===== config.mk =====
export PLATFORM = sky130hd
export DESIGN_NAME = cond_sum_adder
export DESIGN_NICKNAME = d
export VERILOG_FILES = /design/src/rtl/csa_pkg.sv /design/src/rtl/csa_bit_pair.sv /design/src/rtl/csa_dual_node.sv /design/src/rtl/csa_lsb_node.sv /design/src/rtl/cond_sum_adder.sv
export SDC_FILE = /design/constraint.sdc
export NUM_CORES = 1
export LEC_CHECK = 0
export ABC_CLOCK_PERIOD_IN_PS = 2200
export BUFFER_PORTS_ARGS = -buffer_cell sky130_fd_sc_hd__buf_2
export CAP_MARGIN = 30
export CORE_AREA = 2 2 39 41
export DETAILED_ROUTE_END_ITERATION = 12
export DIE_AREA = 0 0 41 43
export PLACE_DENSITY = 0.8
export SYNTH_ARGS = -nofsm -noshare
export SYNTH_HDL_FRONTEND = slang
export SYNTH_HIERARCHICAL = 1
export SYNTH_SLANG_ARGS = --single-unit

===== constraint.sdc =====
create_clock -name vclk -period 2.2
set_clock_uncertainty 0.2 [all_clocks]
set_input_delay 0.11 -clock vclk [all_inputs]
set_output_delay 0.11 -clock vclk [all_outputs]
set_load 0.02 [all_outputs]

===== src/rtl/csa_pkg.sv =====
package csa_pkg;

    // Size of the low part when a group of w bits (w > 1) is split:
    // the largest power of two strictly below w.
    function automatic int split_lo(input int w);
        int p;
        p = 1;
        while (p * 2 < w) begin
            p = p * 2;
        end
        return p;
    endfunction

    // Number of select levels for a word of w bits.
    function automatic int level_count(input int w);
        int n;
        int p;
        n = 0;
        p = 1;
        while (p < w) begin
            p = p * 2;
            n = n + 1;
        end
        return n;
    endfunction

endpackage


===== src/rtl/csa_bit_pair.sv =====
// One-bit group: both candidate results for a single bit position.
module csa_bit_pair (
    input  logic a_bit,
    input  logic b_bit,
    output logic sum_if0,
    output logic sum_if1,
    output logic cout_if0,
    output logic cout_if1
);
    logic half;

    assign half     = a_bit ^ b_bit;
    assign sum_if0  = half;
    assign sum_if1  = ~half;
    assign cout_if0 = a_bit & b_bit;
    assign cout_if1 = a_bit | b_bit;
endmodule


===== src/rtl/csa_dual_node.sv =====
// Group of W bits that offers two result sets, one per assumed carry-in.
// Built recursively: low part of split_lo(W) bits, high part of the rest.
module csa_dual_node #(
    parameter int W = 4
) (
    input  logic [W-1:0] a_grp,
    input  logic [W-1:0] b_grp,
    output logic [W-1:0] sum_if0,
    output logic [W-1:0] sum_if1,
    output logic         cout_if0,
    output logic         cout_if1
);
    generate
        if (W == 1) begin : g_leaf
            csa_bit_pair u_pair (
                .a_bit    (a_grp[0]),
                .b_bit    (b_grp[0]),
                .sum_if0  (sum_if0[0]),
                .sum_if1  (sum_if1[0]),
                .cout_if0 (cout_if0),
                .cout_if1 (cout_if1)
            );
        end else begin : g_split
            localparam int LO = csa_pkg::split_lo(W);
            localparam int HI = W - LO;

            logic [LO-1:0] lo_s0, lo_s1;
            logic          lo_c0, lo_c1;
            logic [HI-1:0] hi_s0, hi_s1;
            logic          hi_c0, hi_c1;

            csa_dual_node #(.W(LO)) u_lo (
                .a_grp    (a_grp[LO-1:0]),
                .b_grp    (b_grp[LO-1:0]),
                .sum_if0  (lo_s0),
                .sum_if1  (lo_s1),
                .cout_if0 (lo_c0),
                .cout_if1 (lo_c1)
            );

            csa_dual_node #(.W(HI)) u_hi (
                .a_grp    (a_grp[W-1:LO]),
                .b_grp    (b_grp[W-1:LO]),
                .sum_if0  (hi_s0),
                .sum_if1  (hi_s1),
                .cout_if0 (hi_c0),
                .cout_if1 (hi_c1)
            );

            // The low part's candidate carry becomes internal and picks
            // the matching high-part candidate.
            assign sum_if0  = {(lo_c0 ? hi_s1 : hi_s0), lo_s0};
            assign sum_if1  = {(lo_c1 ? hi_s1 : hi_s0), lo_s1};
            assign cout_if0 = lo_c0 ? hi_c1 : hi_c0;
            assign cout_if1 = lo_c1 ? hi_c1 : hi_c0;
        end
    endgenerate
endmodule


===== src/rtl/csa_lsb_node.sv =====
// Least-significant group: the carry-in is known, so only one result set
// is formed; its carry selects among the high part's two candidates.
module csa_lsb_node #(
    parameter int W = 4
) (
    input  logic [W-1:0] a_grp,
    input  logic [W-1:0] b_grp,
    input  logic         cin,
    output logic [W-1:0] sum_res,
    output logic         cout_res
);
    generate
        if (W == 1) begin : g_leaf
            logic half;
            assign half       = a_grp[0] ^ b_grp[0];
            assign sum_res[0] = half ^ cin;
            assign cout_res   = (a_grp[0] & b_grp[0]) | (cin & half);
        end else begin : g_split
            localparam int LO = csa_pkg::split_lo(W);
            localparam int HI = W - LO;

            logic [LO-1:0] lo_s;
            logic          lo_c;
            logic [HI-1:0] hi_s0, hi_s1;
            logic          hi_c0, hi_c1;

            csa_lsb_node #(.W(LO)) u_lo (
                .a_grp    (a_grp[LO-1:0]),
                .b_grp    (b_grp[LO-1:0]),
                .cin      (cin),
                .sum_res  (lo_s),
                .cout_res (lo_c)
            );

            csa_dual_node #(.W(HI)) u_hi (
                .a_grp    (a_grp[W-1:LO]),
                .b_grp    (b_grp[W-1:LO]),
                .sum_if0  (hi_s0),
                .sum_if1  (hi_s1),
                .cout_if0 (hi_c0),
                .cout_if1 (hi_c1)
            );

            assign sum_res  = {(lo_c ? hi_s1 : hi_s0), lo_s};
            assign cout_res = lo_c ? hi_c1 : hi_c0;
        end
    endgenerate
endmodule


===== src/rtl/cond_sum_adder.sv =====
module cond_sum_adder #(
    parameter int WIDTH = 8
) (
    input  logic [WIDTH-1:0] op_a,
    input  logic [WIDTH-1:0] op_b,
    input  logic             carry_in,
    output logic [WIDTH-1:0] sum,
    output logic             carry_out
);
    // Depth of the select tree, for reference by integrators.
    localparam int LEVELS = csa_pkg::level_count(WIDTH);

    initial begin
        if (WIDTH < 1) $error("cond_sum_adder: WIDTH must be at least 1");
        if (LEVELS < 0) $error("cond_sum_adder: bad level count");
    end

    csa_lsb_node #(.W(WIDTH)) u_root (
        .a_grp    (op_a),
        .b_grp    (op_b),
        .cin      (carry_in),
        .sum_res  (sum),
        .cout_res (carry_out)
    );
endmodule


==> results.cfg <==
[detailed_routing]
dr.first_iter.drc_count = 1
vias = 536
vias_per_cell = 4.74
antenna_left = 0
dr.pass1.iters = 2
drc = 0
routed_wl_um = 1010
post_drt_wl_per_cell_um = 8.94

[logic_synthesis]
syn_nets = 110
yosysSeqAreaShare = 0
synthTopCellsByArea = mux2_1 (30%), ha_1 (26%), mux2_2 (17%)
ys_warn_count = 6
yosys.area.top_type_share = 0.303
syn-cell-area_um2 = 668
synthCells = 78
syn_area_per_cell_um2 = 8.57
yosys.area.top_type = mux2_1
synth_cell_type_count = 6

[placed_design]
dp_cells = 113
place.gp.congestion = 0.603
port_buffers = 26
dp_hpwl_um = 974
dp_slack_ns = 0.0842

[layout]
ff_latch_area_um2 = 0
final_cell_count_no_fill = 113
layout-drive-gt1-share = 0.371
layout_commonest_cell = inv_1
nClkBuffers = 0
layout_common_cells = inv_1 (28), buf_2 (26), mux2_1 (18)
antenna_cells = 0
fin_nets = 131
seq_cells = 0
syn2layout_area_growth_pct = 14.6

[die]
rows = 14
top_level_ports = 26
start_util = 0.483
core_area_mm2 = 0.00138
die_area_mm2 = 0.00176
die_y_um = 43
die_w_um = 41

[run_status]
status = finished, final reports clean

[clock_network]
hold_buffers = 0
postCtsSetupRepairBufs = 0
cts_resized = 0

[timing]
final_max_slew_viol_count = 0
fin_crit_ns = 2.11
period_share = 0.961
final_hold_viol_count = 0
finalSetupViolations = 0
holdWs_ns = 0.393
fin_ws_ns = 0.0862
clock.fmax_mhz = 473
rsz0062_at_grt = no
worstMarginPinSlew_ns = 0.140
slew_headroom = 0.907
tns_ns = 0

[power_and_ir_drop]
vdd_drop_max_uv = 185
power.leakage_uw = 0.000462
power.density_mw_per_mm2 = 270
finalPower_uw = 207

[global_route]
grt_pass1_vias = 515
grt_max_degree = 6
grt_use_total = 0.129
grt_overflow = 0
grt_pass1_wl_um = 1700
antenna_found_initial = 0

[critical_path]
crit_required_ns = 1.89
critPathArrivalTime_ns = 1.80
critPathLaunchType = input pin
worstPathMaxFanout = 5
end_kind = primary output
crit_type = input pin to primary output

[job]
cap_viol_max_count = 0

[worst_hold_path]
hold_class = input pin to primary output
-- critical path, stage by stage --
cell,delay [ns]
buf_2,0.11
fa_1,0.44
mux2_2,0.32
mux2_2,0.31
mux2_2,0.35
buf_2,0.16
-- kinds of logic after synthesis --
logic type | Yosys count | share of synthesized area
adders and majority gates | 15 | 0.292
buffers and inverters | 35 | 0.236
muxes | 28 | 0.472
-- synthesized netlist by cell type --
cell type and number:
buf_4 7, fa_1 1, ha_1 14, inv_1 28, mux2_1 18, mux2_2 10
-- where the power goes --
part	leakage (uW)	switching, uW	internal (uW)
Combinational	0.000462	107	100
Clock	0	0	0
Sequential	0	0	0
-- final cells by class --
| cell class | instances | area [um^2] |
|---|---|---|
| fill | 136 | 618 |
| inverter | 28 | 105 |
| multi-input combinational | 43 | 510 |
| tap | 16 | 20.0 |
| timing repair buffer | 26 | 130 |
-- final timing paths --
path | startpoint | endpoint | cells after the start
setup / recovery | op_a[0] | carry_out | 6
hold / removal | carry_in | sum[0] | 3
-- stage by stage --
| stage | util | instance area, um^2 |
|---|---|---|
| floorplan | - | 668 |
| global placement | 0.553 | 766 |
| detailed placement | 0.553 | 766 |
| CTS | 0.553 | 766 |
| global route | 0.553 | 766 |
| finish | 0.553 | 766 |
-- routing by layer --
metal  up-vias  global-route usage  share of wire
met5         -                   0              0
met3         0             0.00524          0.075
met4         0              0.0133              0
li1        272                   -              -
met2        17               0.300           0.60
met1       247              0.0949           0.33
Power figures use the tool's default switching activity.
